## config.mk

```make
export PLATFORM = sky130hd
export DESIGN_NAME = uart_rx_dbuf
export DESIGN_NICKNAME = d
export VERILOG_FILES = /design/src/rtl/uart_rx_pkg.sv /design/src/rtl/uart_rx_sync.sv /design/src/rtl/uart_rx_deframer.sv /design/src/rtl/uart_rx_fifo.sv /design/src/rtl/uart_rx_dbuf.sv
export SDC_FILE = /design/constraint.sdc
export NUM_CORES = 1
export LEC_CHECK = 0
export CAP_MARGIN = 20
export CORE_MARGIN = 2
export CORE_UTILIZATION = 56
export DETAILED_ROUTE_END_ITERATION = 12
export GPL_TIMING_DRIVEN = 0
export PLACE_DENSITY = 0.75
export SLEW_MARGIN = 20
export SYNTH_ARGS = -nofsm -noshare
export SYNTH_HDL_FRONTEND = slang
export SYNTH_HIERARCHICAL = 1
export SYNTH_SLANG_ARGS = --single-unit
```

## constraint.sdc

```tcl
create_clock -name clk_i -period 2.2 [get_ports clk_i]
set_input_delay 0.44 -clock clk_i [delete_from_list [all_inputs] [get_ports clk_i]]
set_output_delay 0.44 -clock clk_i [all_outputs]
set_load 0.02 [all_outputs]
```

## src/rtl/uart_rx_pkg.sv

```systemverilog
package uart_rx_pkg;
  // control/status register bit positions
  localparam int CTL_PEN   = 0;
  localparam int CTL_NINE  = 1;
  localparam int CTL_REN   = 2;
  localparam int CTL_RSV   = 3;
  localparam int ST_FERR   = 4;
  localparam int ST_OVR    = 5;
  localparam int ST_NINTH  = 6;
  localparam int CTL_IRQEN = 7;

  typedef enum logic [2:0] {
    RX_IDLE   = 3'd0,
    RX_START  = 3'd1,
    RX_DATA   = 3'd2,
    RX_STOP   = 3'd3,
    RX_WAITHI = 3'd4
  } rx_state_e;
endpackage

```

## src/rtl/uart_rx_sync.sv

```systemverilog
module uart_rx_sync #(
  parameter int STAGES = 2
) (
  input  logic clk_i,
  input  logic rst_ni,
  input  logic d_i,
  output logic q_o
);
  logic [STAGES-1:0] sr_q, sr_d;

  always_comb sr_d = {sr_q[STAGES-2:0], d_i};

  always_ff @(posedge clk_i or negedge rst_ni) begin
    if (!rst_ni) sr_q <= '1;
    else         sr_q <= sr_d;
  end

  assign q_o = sr_q[STAGES-1];
endmodule

```

## src/rtl/uart_rx_deframer.sv

```systemverilog
module uart_rx_deframer
  import uart_rx_pkg::*;
#(
  parameter int OSR    = 16,
  parameter int DATA_W = 8
) (
  input  logic              clk_i,
  input  logic              rst_ni,
  input  logic              en_i,
  input  logic              nine_i,
  input  logic              tick_i,
  input  logic              rx_i,
  output logic              frm_vld_o,
  output logic [DATA_W-1:0] frm_data_o,
  output logic              frm_ninth_o,
  output logic              frm_ferr_o
);
  localparam int CNT_W = $clog2(OSR);
  localparam int HALF  = OSR / 2;
  localparam int BIT_W = $clog2(DATA_W + 2);

  rx_state_e         state_q, state_d;
  logic [CNT_W-1:0]  cnt_q, cnt_d;
  logic [BIT_W-1:0]  bitn_q, bitn_d;
  logic [DATA_W:0]   sh_q, sh_d;
  logic [1:0]        smp_q, smp_d;
  logic              vld_q, vld_d;
  logic [DATA_W-1:0] data_q, data_d;
  logic              ninth_q, ninth_d;
  logic              ferr_q, ferr_d;

  logic             vote;
  logic             bit_end;
  logic [BIT_W-1:0] last_bit;

  assign vote     = (smp_q[0] & smp_q[1]) | (smp_q[0] & rx_i) | (smp_q[1] & rx_i);
  assign bit_end  = (cnt_q == CNT_W'(OSR-1));
  assign last_bit = nine_i ? BIT_W'(DATA_W) : BIT_W'(DATA_W-1);

  always_comb begin
    state_d = state_q;
    cnt_d   = cnt_q;
    bitn_d  = bitn_q;
    sh_d    = sh_q;
    smp_d   = smp_q;
    vld_d   = 1'b0;
    data_d  = data_q;
    ninth_d = ninth_q;
    ferr_d  = ferr_q;
    if (!en_i) begin
      state_d = RX_IDLE;
      cnt_d   = '0;
    end else if (tick_i) begin
      case (state_q)
        RX_IDLE: begin
          if (!rx_i) begin
            state_d = RX_START;
            cnt_d   = '0;
          end
        end
        RX_START: begin
          if (cnt_q == CNT_W'(HALF-1)) begin
            cnt_d  = '0;
            bitn_d = '0;
            state_d = rx_i ? RX_IDLE : RX_DATA;
          end else begin
            cnt_d = cnt_q + 1'b1;
          end
        end
        RX_DATA, RX_STOP: begin
          cnt_d = bit_end ? '0 : cnt_q + 1'b1;
          if (cnt_q == CNT_W'(OSR-3)) smp_d[0] = rx_i;
          if (cnt_q == CNT_W'(OSR-2)) smp_d[1] = rx_i;
          if (bit_end) begin
            if (state_q == RX_DATA) begin
              sh_d = {vote, sh_q[DATA_W:1]};
              if (bitn_q == last_bit) state_d = RX_STOP;
              else                    bitn_d  = bitn_q + 1'b1;
            end else begin
              vld_d   = 1'b1;
              ferr_d  = ~vote;
              data_d  = nine_i ? sh_q[DATA_W-1:0] : sh_q[DATA_W:1];
              ninth_d = nine_i & sh_q[DATA_W];
              state_d = vote ? RX_IDLE : RX_WAITHI;
            end
          end
        end
        RX_WAITHI: begin
          if (rx_i) state_d = RX_IDLE;
        end
        default: state_d = RX_IDLE;
      endcase
    end
  end

  always_ff @(posedge clk_i or negedge rst_ni) begin
    if (!rst_ni) begin
      state_q <= RX_IDLE;
      cnt_q   <= '0;
      bitn_q  <= '0;
      sh_q    <= '0;
      smp_q   <= '1;
      vld_q   <= 1'b0;
      data_q  <= '0;
      ninth_q <= 1'b0;
      ferr_q  <= 1'b0;
    end else begin
      state_q <= state_d;
      cnt_q   <= cnt_d;
      bitn_q  <= bitn_d;
      sh_q    <= sh_d;
      smp_q   <= smp_d;
      vld_q   <= vld_d;
      data_q  <= data_d;
      ninth_q <= ninth_d;
      ferr_q  <= ferr_d;
    end
  end

  assign frm_vld_o   = vld_q;
  assign frm_data_o  = data_q;
  assign frm_ninth_o = ninth_q;
  assign frm_ferr_o  = ferr_q;


  idle_when_off_chk: assert property (@(posedge clk_i) disable iff (!rst_ni)
    !en_i |=> (state_q == RX_IDLE));


  vld_from_stop_chk: assert property (@(posedge clk_i) disable iff (!rst_ni)
    frm_vld_o |-> ($past(state_q) == RX_STOP));


  waithi_exit_chk: assert property (@(posedge clk_i) disable iff (!rst_ni)
    (state_q == RX_WAITHI && en_i && !rx_i) |=> (state_q == RX_WAITHI));
endmodule

```

## src/rtl/uart_rx_fifo.sv

```systemverilog
module uart_rx_fifo #(
  parameter int W     = 10,
  parameter int DEPTH = 2
) (
  input  logic         clk_i,
  input  logic         rst_ni,
  input  logic         push_i,
  input  logic [W-1:0] wdata_i,
  input  logic         pop_i,
  output logic [W-1:0] head_o,
  output logic         empty_o,
  output logic         full_o
);
  localparam int PTR_W = (DEPTH > 1) ? $clog2(DEPTH) : 1;
  localparam int CNT_W = $clog2(DEPTH + 1);

  logic [W-1:0]     mem_q [DEPTH];
  logic [W-1:0]     mem_d [DEPTH];
  logic [PTR_W-1:0] wptr_q, wptr_d, rptr_q, rptr_d;
  logic [CNT_W-1:0] cnt_q, cnt_d;
  logic             push_eff, pop_eff;

  function automatic logic [PTR_W-1:0] ptr_inc(input logic [PTR_W-1:0] p);
    return (p == PTR_W'(DEPTH-1)) ? '0 : p + 1'b1;
  endfunction

  assign empty_o  = (cnt_q == '0);
  assign full_o   = (cnt_q == CNT_W'(DEPTH));
  assign push_eff = push_i & ~full_o;
  assign pop_eff  = pop_i & ~empty_o;
  assign head_o   = mem_q[rptr_q];

  always_comb begin
    for (int i = 0; i < DEPTH; i++) mem_d[i] = mem_q[i];
    if (push_eff) mem_d[wptr_q] = wdata_i;
    wptr_d = push_eff ? ptr_inc(wptr_q) : wptr_q;
    rptr_d = pop_eff  ? ptr_inc(rptr_q) : rptr_q;
    case ({push_eff, pop_eff})
      2'b10:   cnt_d = cnt_q + 1'b1;
      2'b01:   cnt_d = cnt_q - 1'b1;
      default: cnt_d = cnt_q;
    endcase
  end

  always_ff @(posedge clk_i or negedge rst_ni) begin
    if (!rst_ni) begin
      for (int i = 0; i < DEPTH; i++) mem_q[i] <= '0;
      wptr_q <= '0;
      rptr_q <= '0;
      cnt_q  <= '0;
    end else begin
      for (int i = 0; i < DEPTH; i++) mem_q[i] <= mem_d[i];
      wptr_q <= wptr_d;
      rptr_q <= rptr_d;
      cnt_q  <= cnt_d;
    end
  end


  count_bound_chk: assert property (@(posedge clk_i) disable iff (!rst_ni)
    cnt_q <= CNT_W'(DEPTH));


  no_push_full_chk: assert property (@(posedge clk_i) disable iff (!rst_ni)
    !(push_i && full_o));


  pop_empty_chk: assert property (@(posedge clk_i) disable iff (!rst_ni)
    (pop_i && empty_o && !push_i) |=> empty_o);
endmodule

```

## src/rtl/uart_rx_dbuf.sv

```systemverilog
module uart_rx_dbuf
  import uart_rx_pkg::*;
#(
  parameter int OSR         = 16,
  parameter int DATA_W      = 8,
  parameter int DEPTH       = 2,
  parameter int SYNC_STAGES = 2
) (
  input  logic              clk_i,
  input  logic              rst_ni,
  input  logic              rx_i,
  input  logic              tick_i,
  input  logic              rd_i,
  input  logic              ctl_wr_i,
  input  logic [7:0]        ctl_wdata_i,
  output logic [DATA_W-1:0] rx_data_o,
  output logic [7:0]        stat_o,
  output logic              rx_ready_o,
  output logic              irq_o
);
  localparam int ENT_W = DATA_W + 2;

  logic pen_q, pen_d, nine_q, nine_d, ren_q, ren_d, irqen_q, irqen_d, ovr_q, ovr_d;
  logic rx_s;
  logic frm_vld, frm_ninth, frm_ferr;
  logic [DATA_W-1:0] frm_data;
  logic [ENT_W-1:0]  head;
  logic empty, full, push;

  uart_rx_sync #(.STAGES(SYNC_STAGES)) u_sync (
    .clk_i (clk_i), .rst_ni (rst_ni), .d_i (rx_i), .q_o (rx_s)
  );

  uart_rx_deframer #(.OSR(OSR), .DATA_W(DATA_W)) u_deframer (
    .clk_i       (clk_i),
    .rst_ni      (rst_ni),
    .en_i        (pen_q & ren_q),
    .nine_i      (nine_q),
    .tick_i      (tick_i),
    .rx_i        (rx_s),
    .frm_vld_o   (frm_vld),
    .frm_data_o  (frm_data),
    .frm_ninth_o (frm_ninth),
    .frm_ferr_o  (frm_ferr)
  );

  assign push = frm_vld & ~full & ~ovr_q;

  uart_rx_fifo #(.W(ENT_W), .DEPTH(DEPTH)) u_fifo (
    .clk_i   (clk_i),
    .rst_ni  (rst_ni),
    .push_i  (push),
    .wdata_i ({frm_ferr, frm_ninth, frm_data}),
    .pop_i   (rd_i),
    .head_o  (head),
    .empty_o (empty),
    .full_o  (full)
  );

  always_comb begin
    pen_d   = ctl_wr_i ? ctl_wdata_i[CTL_PEN]   : pen_q;
    nine_d  = ctl_wr_i ? ctl_wdata_i[CTL_NINE]  : nine_q;
    ren_d   = ctl_wr_i ? ctl_wdata_i[CTL_REN]   : ren_q;
    irqen_d = ctl_wr_i ? ctl_wdata_i[CTL_IRQEN] : irqen_q;
    ovr_d   = ovr_q;
    if (frm_vld && full) ovr_d = 1'b1;
    if (!ren_d)          ovr_d = 1'b0;
  end

  always_ff @(posedge clk_i or negedge rst_ni) begin
    if (!rst_ni) begin
      pen_q   <= 1'b0;
      nine_q  <= 1'b0;
      ren_q   <= 1'b0;
      irqen_q <= 1'b0;
      ovr_q   <= 1'b0;
    end else begin
      pen_q   <= pen_d;
      nine_q  <= nine_d;
      ren_q   <= ren_d;
      irqen_q <= irqen_d;
      ovr_q   <= ovr_d;
    end
  end

  assign rx_data_o  = empty ? '0 : head[DATA_W-1:0];
  assign rx_ready_o = ~empty;
  assign irq_o      = rx_ready_o & irqen_q;

  always_comb begin
    stat_o            = '0;
    stat_o[CTL_PEN]   = pen_q;
    stat_o[CTL_NINE]  = nine_q;
    stat_o[CTL_REN]   = ren_q;
    stat_o[ST_FERR]   = ~empty & head[DATA_W+1];
    stat_o[ST_OVR]    = ovr_q;
    stat_o[ST_NINTH]  = ~empty & head[DATA_W];
    stat_o[CTL_IRQEN] = irqen_q;
  end


  ovr_cause_chk: assert property (@(posedge clk_i) disable iff (!rst_ni)
    $rose(stat_o[ST_OVR]) |-> $past(frm_vld && full));


  ovr_sticky_chk: assert property (@(posedge clk_i) disable iff (!rst_ni)
    (stat_o[ST_OVR] && !(ctl_wr_i && !ctl_wdata_i[CTL_REN])) |=> stat_o[ST_OVR]);


  ovr_clear_chk: assert property (@(posedge clk_i) disable iff (!rst_ni)
    (ctl_wr_i && !ctl_wdata_i[CTL_REN]) |=> !stat_o[ST_OVR]);


  ovr_hold_data_chk: assert property (@(posedge clk_i) disable iff (!rst_ni)
    (stat_o[ST_OVR] && !rd_i) |=> $stable(rx_data_o));


  ready_fall_chk: assert property (@(posedge clk_i) disable iff (!rst_ni)
    $fell(rx_ready_o) |-> $past(rd_i));
endmodule

```

== Word level (Yosys, flattened, before mapping) ==
Cells that the tools add are included.

* Reduce and logical (&&, ||, !) cells: 14
* Equal/unequal tests: 24
* Multiply operators: 0
* Add/sub/neg operators: 6
* Div/mod/pow operators: 0
* Shift operators: 0
* Bitwise gates (word level): 21
* Order comparisons: 3
* Mux-type cells: 42

{| class="wikitable"
|+ Operators by type and width
! kind !! number
|-
| $mux W10 || 4
|-
| $mux W4 || 10
|-
| $mux W3 || 9
|-
| $bwmux W20 || 1
|-
| $mux W8 || 2
|-
| $and A1 B1 Y1 || 12
|-
| $eq A4 B4 Y1 const B || 3
|-
| $ne A3 B3 Y1 const B || 4
|-
| $pmux W3 S4 || 1
|-
| $pmux W4 S3 || 1
|-
| $demux W10 S1 || 1
|-
| $mux W1 || 10
|-
| $reduce_and A5 Y1 || 2
|-
| $add A4 B1 Y4 const B || 2
|-
| $ne A2 B1 Y1 const B || 4
|-
| $ne A4 B4 Y1 const B || 2
|-
| $pmux W4 S2 || 1
|-
| $reduce_and A4 Y1 || 2
|-
| $reduce_and A7 Y1 || 1
|-
| $eq A3 B2 Y1 const B || 2
|-
| $reduce_and A6 Y1 || 1
|-
| $not A1 Y1 || 5
|-
| $eq A2 B2 Y1 const B || 2
|-
| $eq A4 B3 Y1 const B || 1
|-
| 20 further kinds || 27
|}

* Output and inout port bits: 18
* Input port bits: 14
* ROM bits: 0
* Bits in writable memories: 0
* Logic and storage cells: 131
* Memories: 0
* Bits in latches: 0
* Flip-flop bits (word level): 64

== Logic depth before layout (Yosys ltp) ==
Gate-level depths: netlist of run 1.

* Depth after elaboration: 9
* Mapped depth: 8
* Mapped depth without buffers: 8

== Hierarchy ==
Netlist of run 1, hierarchy kept.

{| class="wikitable"
|+ Modules (own cells, without submodules)
! module !! seq. area each (µm²) !! area an instance (µm²) !! cells each !! instances
|-
| uart_rx_deframer || 828.3 || 1685.4 || 156 || 1
|-
| uart_rx_fifo || 600.6 || 1076.0 || 71 || 1
|-
| uart_rx_dbuf || 125.1 || 337.8 || 33 || 1
|-
| uart_rx_sync || 52.6 || 52.6 || 2 || 1
|}

== Worst setup path before layout of run 1 ==
OpenSTA, ideal clock, no wires.

* Path kind: register -> register
* From: reg ren_q
* To: reg u_deframer.sh_q[0]
* Data arrival time: 1.593 ns
* Cell stages (with the launch flop): 8
* Library setup time: 0.125 ns
* Slack: 0.482 ns
* Required time: 2.075 ns
* Clock period less this slack: 1.718 ns
* Path buffers: 1
* Cell sequence: dfrtp_1 -> and2_1 -> clkbuf_2 -> and3_1 -> and3_1 -> nand2_1 -> nor2_4 -> mux2_2

* Word-level cells in the longest chain between the ends: 2

{| class="wikitable"
|+ Ends and longest elaborated chain
! element !! RTL line !! source
|-
| start, declared || uart_rx_dbuf.sv:23 || <nowiki>logic pen_q, pen_d, nine_q, nine_d, ren_q, ren_d, irqen_q, irqen_d, ovr_q, ovr_d;</nowiki>
|-
| start signal, assigned || uart_rx_dbuf.sv:80 || <nowiki>ren_q <= ren_d;</nowiki>
|-
| $and A1 B1 Y1 || uart_rx_dbuf.sv:37 || <nowiki>.en_i (pen_q & ren_q),</nowiki>
|-
| $reduce_and A5 Y1 (no line) || -- ||
|-
| end signal, assigned || uart_rx_deframer.sv:101 || <nowiki>sh_q <= '0;</nowiki>
|-
| end signal, assigned || uart_rx_deframer.sv:111 || <nowiki>sh_q <= sh_d;</nowiki>
|-
| end, declared || uart_rx_deframer.sv:25 || <nowiki>logic [DATA_W:0] sh_q, sh_d;</nowiki>
|}

No other way between the ends.
A chain may end at the register's enable or synchronous reset.

== Worst setup path in the final report of run 1 ==
* From: reg u_fifo.rptr_q
* To: out stat_o[4]

* Word-level cells in the longest chain between the ends: 5

{| class="wikitable"
|+ Ends and longest elaborated chain
! element !! RTL line !! source
|-
| start, declared || uart_rx_fifo.sv:19 || <nowiki>logic [PTR_W-1:0] wptr_q, wptr_d, rptr_q, rptr_d;</nowiki>
|-
| start signal, assigned || uart_rx_fifo.sv:54 || <nowiki>rptr_q <= rptr_d;</nowiki>
|-
| $not A1 Y2 (not written as such) || uart_rx_fifo.sv:31 || <nowiki>assign head_o = mem_q[rptr_q];</nowiki>
|-
| $mux W10 (not written as such) (3 in a row) || uart_rx_fifo.sv:31 ||
|-
| named net head[9] || uart_rx_dbuf.sv:27 || <nowiki>logic [ENT_W-1:0] head;</nowiki>
|-
| $and A1 B1 Y1 || uart_rx_dbuf.sv:95 || <nowiki>stat_o[ST_FERR] = ~empty & head[DATA_W+1];</nowiki>
|-
| end, declared || uart_rx_dbuf.sv:17 || <nowiki>output logic [7:0] stat_o,</nowiki>
|}

The timed path passes the listed nets, and every way through them passes these cells. The select of a mux whose other input is x is not followed.

==> impl_metrics.py, run 1 <==
metrics = {
    "setup_path": {
        "startpoint_type": "register",
        "worst-setup-path-type": "reg2out",
        "worstRegToRegCells": 7,
        "crit_arrival_ps": 1670,
        "rr_startpoint": "ren_q",
        "r2r-end": "u_deframer/sh_q[7]",
        "crit_required_ps": 1760,
        "end_kind": "output port",
        "reg2reg_slack_ps": 200,
        "crit_fanout": 10,
    },
    "timing": {
        "setup_violations": 0,
        "worst_pin_slew_ps": 639,
        "min_period_ps": 2110,
        "final_hold_viol_count": 0,
        "finalClockSkew_ps": 9.03,
        "slew_violations": 0,
        "rsz0062_at_grt": "false",
        "tns_ps": 0,
        "fmax_mhz": 474,
        "relSlewSlack": 0.574,
        "final.period_utilization": 0.959,
        "setup_slack_ps": 91.1,
    },
    "grt": {
        "grt_max_degree": 58,
        "grt-ovfl-total": 0,
        "gr-usage-all-layers": 0.200,
        "grt_pass1_wl_um": 9670,
        "antenna_found_initial": 0,
        "grt_pass1_vias": 2126,
    },
    "floorplan": {
        "die_area_mm2": 0.00624,
        "die_w_um": 79.0,
        "boundaryPins": 32,
        "row_count": 27,
        "coreArea_mm2": 0.00547,
        "die_h_um": 79.0,
        "start_util": 0.576,
    },
    "synthesis": {
        "ys_seq_area_frac": 0.510,
        "syn_inst": 262,
        "synth-simple-area-share": 0.137,
        "synth-compound-area-share": 0.0603,
        "yosys.area.top_type": "dfrtp_1",
        "ys_types": 53,
        "synth_top_family_by_area": "multiplexers",
        "synthAdderAreaFrac": 0.0230,
        "syn_area_per_cell_um2": 12.0,
        "yosysWarnings": 6,
        "muxShareOfSynthArea": 0.200,
        "syn_nets": 281,
        "synth_xor_xnor_area_share": 0.0246,
        "ys_ff_latch": 64,
        "syn_area_mm2": 0.00315,
        "yosys-top-cells-area": "dfrtp_1, mux2_2, mux2i_1, dfstp_2, nand2_1",
        "synth.top_cell.area_share": 0.476,
    },
    "detailed_routing": {
        "viasPerCell": 5.38,
        "wl_um": 5680,
        "drt_iter0_markers": 86,
        "first_pass_iters": 4,
        "ant_nets": 0,
        "wire_per_inst_um": 15.0,
        "vias": 2032,
        "remaining_drc_errors": 0,
    },
    "cts": {
        "clk_pin_slew_ps": 60,
        "cts.sinks": 64,
        "cts_buffers": 9,
        "post_cts_buffers": 0,
        "clkLatencyLatePin_ps": 330,
        "clockBufferDepth": 2,
        "clock-root-buffer": "clkbuf_8",
        "cts_tree": "yes",
        "htreeDepth": 3,
    },
    "cells_and_area": {
        "final_cell_mix": "dfrtp_1, mux2_2, nand2_1",
        "antenna_cells": 0,
        "final_area_mm2": 0.00377,
        "drive_above_1_share": 0.281,
        "area_growth_pct": 19.7,
        "layout_commonest_cell": "dfrtp_1",
        "finalNetCount": 320,
        "final_cells": 378,
        "nFillCells": 419,
    },
    "worst_hold_path": {
        "hold_depth": 0,
        "min_from": "u_sync/sr_q[0]",
        "hold_path.class": "reg2reg",
        "hold_path_end": "u_sync/sr_q[1]",
    },
    "place": {
        "pre_cts_slack_ps": -45.9,
        "dp.cells": 361,
        "place_area_mm2": 0.00353,
        "io_buffers": 26,
        "place_congestion": 0.725,
        "hpwlAfterDp_um": 3940,
    },
    "pwr": {
        "fin_total_pwr_uw": 2900,
        "peakVddDrop_mv": 0.418,
        "leakagePower_uw": 0.00185,
        "powerDensity_mw_per_mm2": 770,
    },
    "job": {
        "drv_cap": 0,
    },
    "outcome": {
        "status": "complete, no violations",
    },
}
synthesized netlist by cell type (all sizes together):
master,number
nand3,3
and2,2
buf,12
dfrtp,60
mux2,46
and4b,1
nor2,11
nor4,1
and3,5
or3b,1
o221ai,1
a22o,2
o211ai,1
ha,5
a211o,1
nor3b,4
inv,7
dfstp,4
conb,1
a32o,1
and3b,1
nor4b,1
and2b,8
o2bb2ai,1
nor3,1
xor2,3
nand2b,3
a21o,2
nand2,23
o31ai,1
o311ai,1
nand4,2
a21oi,1
o31a,2
mux2i,11
maj3,1
o21ai,15
xnor2,5
nor2b,6
clkbuf,5
sequential cells by signal, summed over array words and instances (netlist names), 3 cells and up:
name	count
u_deframer/bitn_q	4
u_deframer/cnt_q	4
u_deframer/sh_q	9
u_fifo/mem_q	20
u_deframer/state_q	3
u_deframer/frm_data_o	8
layout make-up:
| type | instances | area, um^2 | share of cell area |
|---|---|---|---|
| flip-flops and latches | 64 | 1610 | 0.426 |
| multi-input cells | 174 | 1410 | 0.374 |
| repair buffers | 28 | 280 | 0.0743 |
| clock buffers | 13 | 149 | 0.0395 |
| plain buffers | 17 | 121 | 0.0322 |
| clock inverters | 3 | 90.1 | 0.0239 |
| well taps | 72 | 90.1 | 0.0239 |
| inverters | 7 | 26.3 | 0.00696 |
how the worst max path moves through the flow:
stage,startpoint,end,cells past startpoint
CTS,u_fifo/cnt_q[1],rx_data_o[0],4
global placement,rst_ni,u_deframer/cnt_q[0],1
floorplan,ren_q,u_deframer/sh_q[0],7
detailed placement,u_fifo/cnt_q[1],rx_data_o[0],4
global route,u_fifo/cnt_q[1],rx_data_o[6],4
finish,u_fifo/rptr_q,stat_o[4],4
through the flow:
step	hold WS, ps	util
3_3_place_gp	347	0.640
5_1_grt	360	0.690
4_1_cts	358	0.689
3_5_place_dp	278	0.644
2_1_floorplan	144	-
6_report	356	0.690
what timing repair did:
action | in CTS | in global routing
resized for setup | 16 | 2
hold buffers | 1 | 0
endpoints found under the setup margin | 12 | 7
hold endpoints to repair | 7 | 0
cloned | 0 | 0
per-layer routing:
metal | vias to the layer above | track usage | share of wire
li1 | 982 | - | -
met1 | 1019 | 0.258 | 0.47
met2 | 29 | 0.331 | 0.50
met3 | 2 | 0.0375 | 0.030
met4 | 0 | 0.0897 | 0.0048
met5 | - | 0 | 0
power by group:
part / switching [uW] / internal, uW / leakage [uW]
clock network: 414 / 786 / 0.000118
logic: 221 / 214 / 0.000876
registers: 49.4 / 1220 / 0.000859
total: 684 / 2220 / 0.00185
critical path: stages (launching register included):
cell and delay (ps):
dfrtp_1 370, buf_6 170, mux2_2 350, and2b_1 150, dlygate4sd2_1 310
kinds of logic (layout without fill, tap and decap cells):
logic type / Yosys count / count (layout)
AO/OA/AOI/OAI: 29 / 29
XOR/XNOR: 8 / 8
adder cells (fa/ha/maj): 6 / 6
buffers and inverters: 24 / 68
flip-flops: 64 / 64
multiplexers: 57 / 57
other: 1 / 1
AND/OR/NAND/NOR: 73 / 73
No activity file was read; power rests on OpenSTA's default activity.
==> inputs of run 2 (changes only) <==
- CORE_UTILIZATION: 56 -> 63
- DONT_BUFFER_PORTS: unset -> 1
==> impl_metrics.py, run 2 (synthesis results as in run 1) <==
metrics = {
    "outcome": {
        "status": "complete, no violations",
    },
    "detailed_routing": {
        "viasPerCell": 5.52,
        "first_pass_iters": 4,
        "remaining_drc_errors": 0,
        "drt_iter0_markers": 138,
        "wire_per_inst_um": 14.5,
        "ant_nets": 0,
        "wl_um": 5010,
        "vias": 1911,
    },
    "timing": {
        "setup_violations": 0,
        "tns_ps": 0,
        "min_period_ps": 2030,
        "finalClockSkew_ps": 7.09,
        "relSlewSlack": 0.578,
        "final.period_utilization": 0.925,
        "fmax_mhz": 491,
        "rsz0062_at_grt": "false",
        "slew_violations": 0,
        "worst_pin_slew_ps": 633,
        "final_hold_viol_count": 0,
    },
    "pwr": {
        "p_switching_uw": 658,
        "leakagePower_uw": 0.00167,
        "peakVddDrop_mv": 0.403,
        "p_int_uw": 1840,
        "power_frac_clock": 0.346,
        "seqPwrFrac": 0.506,
        "swShare": 0.264,
        "powerDensity_mw_per_mm2": 724,
        "p_comb_frac": 0.148,
    },
    "setup_path": {
        "crit_arrival_ps": 1590,
        "startpoint_type": "register",
        "crit_fanout": 10,
        "worst-setup-path-type": "reg2out",
        "end_kind": "output port",
        "slowest_delay_ps": 430,
        "worstRegToRegCells": 7,
        "crit_required_ps": 1760,
        "crit_family": "simple AND/OR/NAND/NOR gates",
        "crit_buf_inv": 1,
        "cp.depth": 3,
        "crit_chain": "nor2_1 > clkbuf_2 > and2b_1",
        "cp_slowest_cell": "dfrtp_1",
    },
    "floorplan": {
        "start_util": 0.659,
        "row_count": 25,
        "die_h_um": 74.7,
        "die_w_um": 74.7,
        "boundaryPins": 32,
        "coreArea_mm2": 0.00479,
        "die_area_mm2": 0.00558,
    },
    "cells_and_area": {
        "largest_reg_flops": 20,
        "regMostFlops": "u_fifo/mem_q",
        "area_growth_pct": 9.37,
        "drive_above_1_share": 0.305,
        "finalNetCount": 294,
        "layout_commonest_cell": "dfrtp_1",
        "final_cell_mix": "dfrtp_1, mux2_2, nand2_1",
        "final_area_mm2": 0.00345,
        "antenna_cells": 0,
    },
    "grt": {
        "grt_max_degree": 65,
        "gr-usage-all-layers": 0.206,
        "antenna_found_initial": 0,
        "grt-ovfl-total": 0,
        "grt_pass1_wl_um": 8580,
        "grt_pass1_vias": 1885,
    },
    "place": {
        "hpwlAfterDp_um": 3420,
        "place_area_mm2": 0.00324,
        "io_buffers": 0,
        "place_congestion": 0.796,
    },
    "worst_hold_path": {
        "hold_depth": 0,
        "hold_path.class": "in2reg",
    },
    "cts": {
        "clock-root-buffer": "clkbuf_8",
        "clk_pin_slew_ps": 70,
        "cts.sinks": 64,
        "post_cts_buffers": 0,
        "clkLatencyLatePin_ps": 330,
        "clockBufferDepth": 2,
        "cts_tree": "yes",
        "htreeDepth": 3,
        "cts_buffers": 9,
    },
    "job": {
        "drv_cap": 0,
    },
}
run 2: changes by cell type in the layout (fill, tap and decap cells not counted), sizes merged:
cell           change
clkdlybuf4s50     -13
dlygate4sd2       -12
bufinv             -3
buf                -2
clkinv             +2
clkinvlp           +1
run 2: stage by stage:
step	hold WS (ps)	utilization	power [uW]	instances	worst slack, ps
global route	86.1	0.720	2620	346	48.2
detailed placement	146	0.676	1630	329	242
global placement	146	0.676	1620	329	272
floorplan	144	-	1570	262	482
finish	106	0.720	2490	346	165
CTS	91.8	0.720	2530	346	12.9
run 2: power by group through the flow:
| stage | Sequential [uW] | Combinational [uW] | Clock, uW |
|---|---|---|---|
| floorplan | 1280 | 289 | 0 |
| global placement | 1290 | 334 | 0 |
| detailed placement | 1290 | 339 | 0 |
| CTS | 1260 | 372 | 894 |
| global route | 1270 | 407 | 945 |
| finish | 1260 | 369 | 862 |
run 2: path summary, 6_finish.rpt:
check | endpoint | slack, ps | startpoint
max in group asynchronous | u_sync/sr_q[1] | 1240 | rst_ni
max | rx_data_o[6] | 170 | u_fifo/cnt_q[1]
min | u_sync/sr_q[0] | 110 | rx_i
min reg2reg | u_sync/sr_q[1] | 360 | u_sync/sr_q[0]
max reg2reg | u_deframer/sh_q[1] | 230 | ren_q
min in group asynchronous | u_fifo/cnt_q[1] | 660 | rst_ni
run 2: worst reg2reg max path, cell delays in order (launching register included):
cell and delay [ps]:
dfrtp_1 370, and2_1 140, clkbuf_2 190, and3_1 190, and3_1 240, nand2_1 110
nor2_4 230, mux2_2 380
run 2: per-layer routing:
layer | part of all wire | GRT usage
met1 | 0.47 | 0.268
met2 | 0.48 | 0.326
met3 | 0.028 | 0.0402
met4 | 0.027 | 0.113
met5 | 0 | 0
run 2: repair_timing:
action | CTS | global route
endpoints found under the setup margin | 0 | 9
hold endpoints to repair | 64 | 0
hold buffers | 2 | 0
gates resized for setup | 0 | 2
run 2: final cells by class:
cell class / count / area, um^2
flip-flops and latches: 64 / 1610
multi-input cells: 174 / 1410
fillers: 360 / 1340
clock buffers: 12 / 155
plain buffers: 17 / 113
well taps: 67 / 83.8
repair buffers: 2 / 37.5
inverters: 7 / 26.3
clock inverters: 3 / 17.5
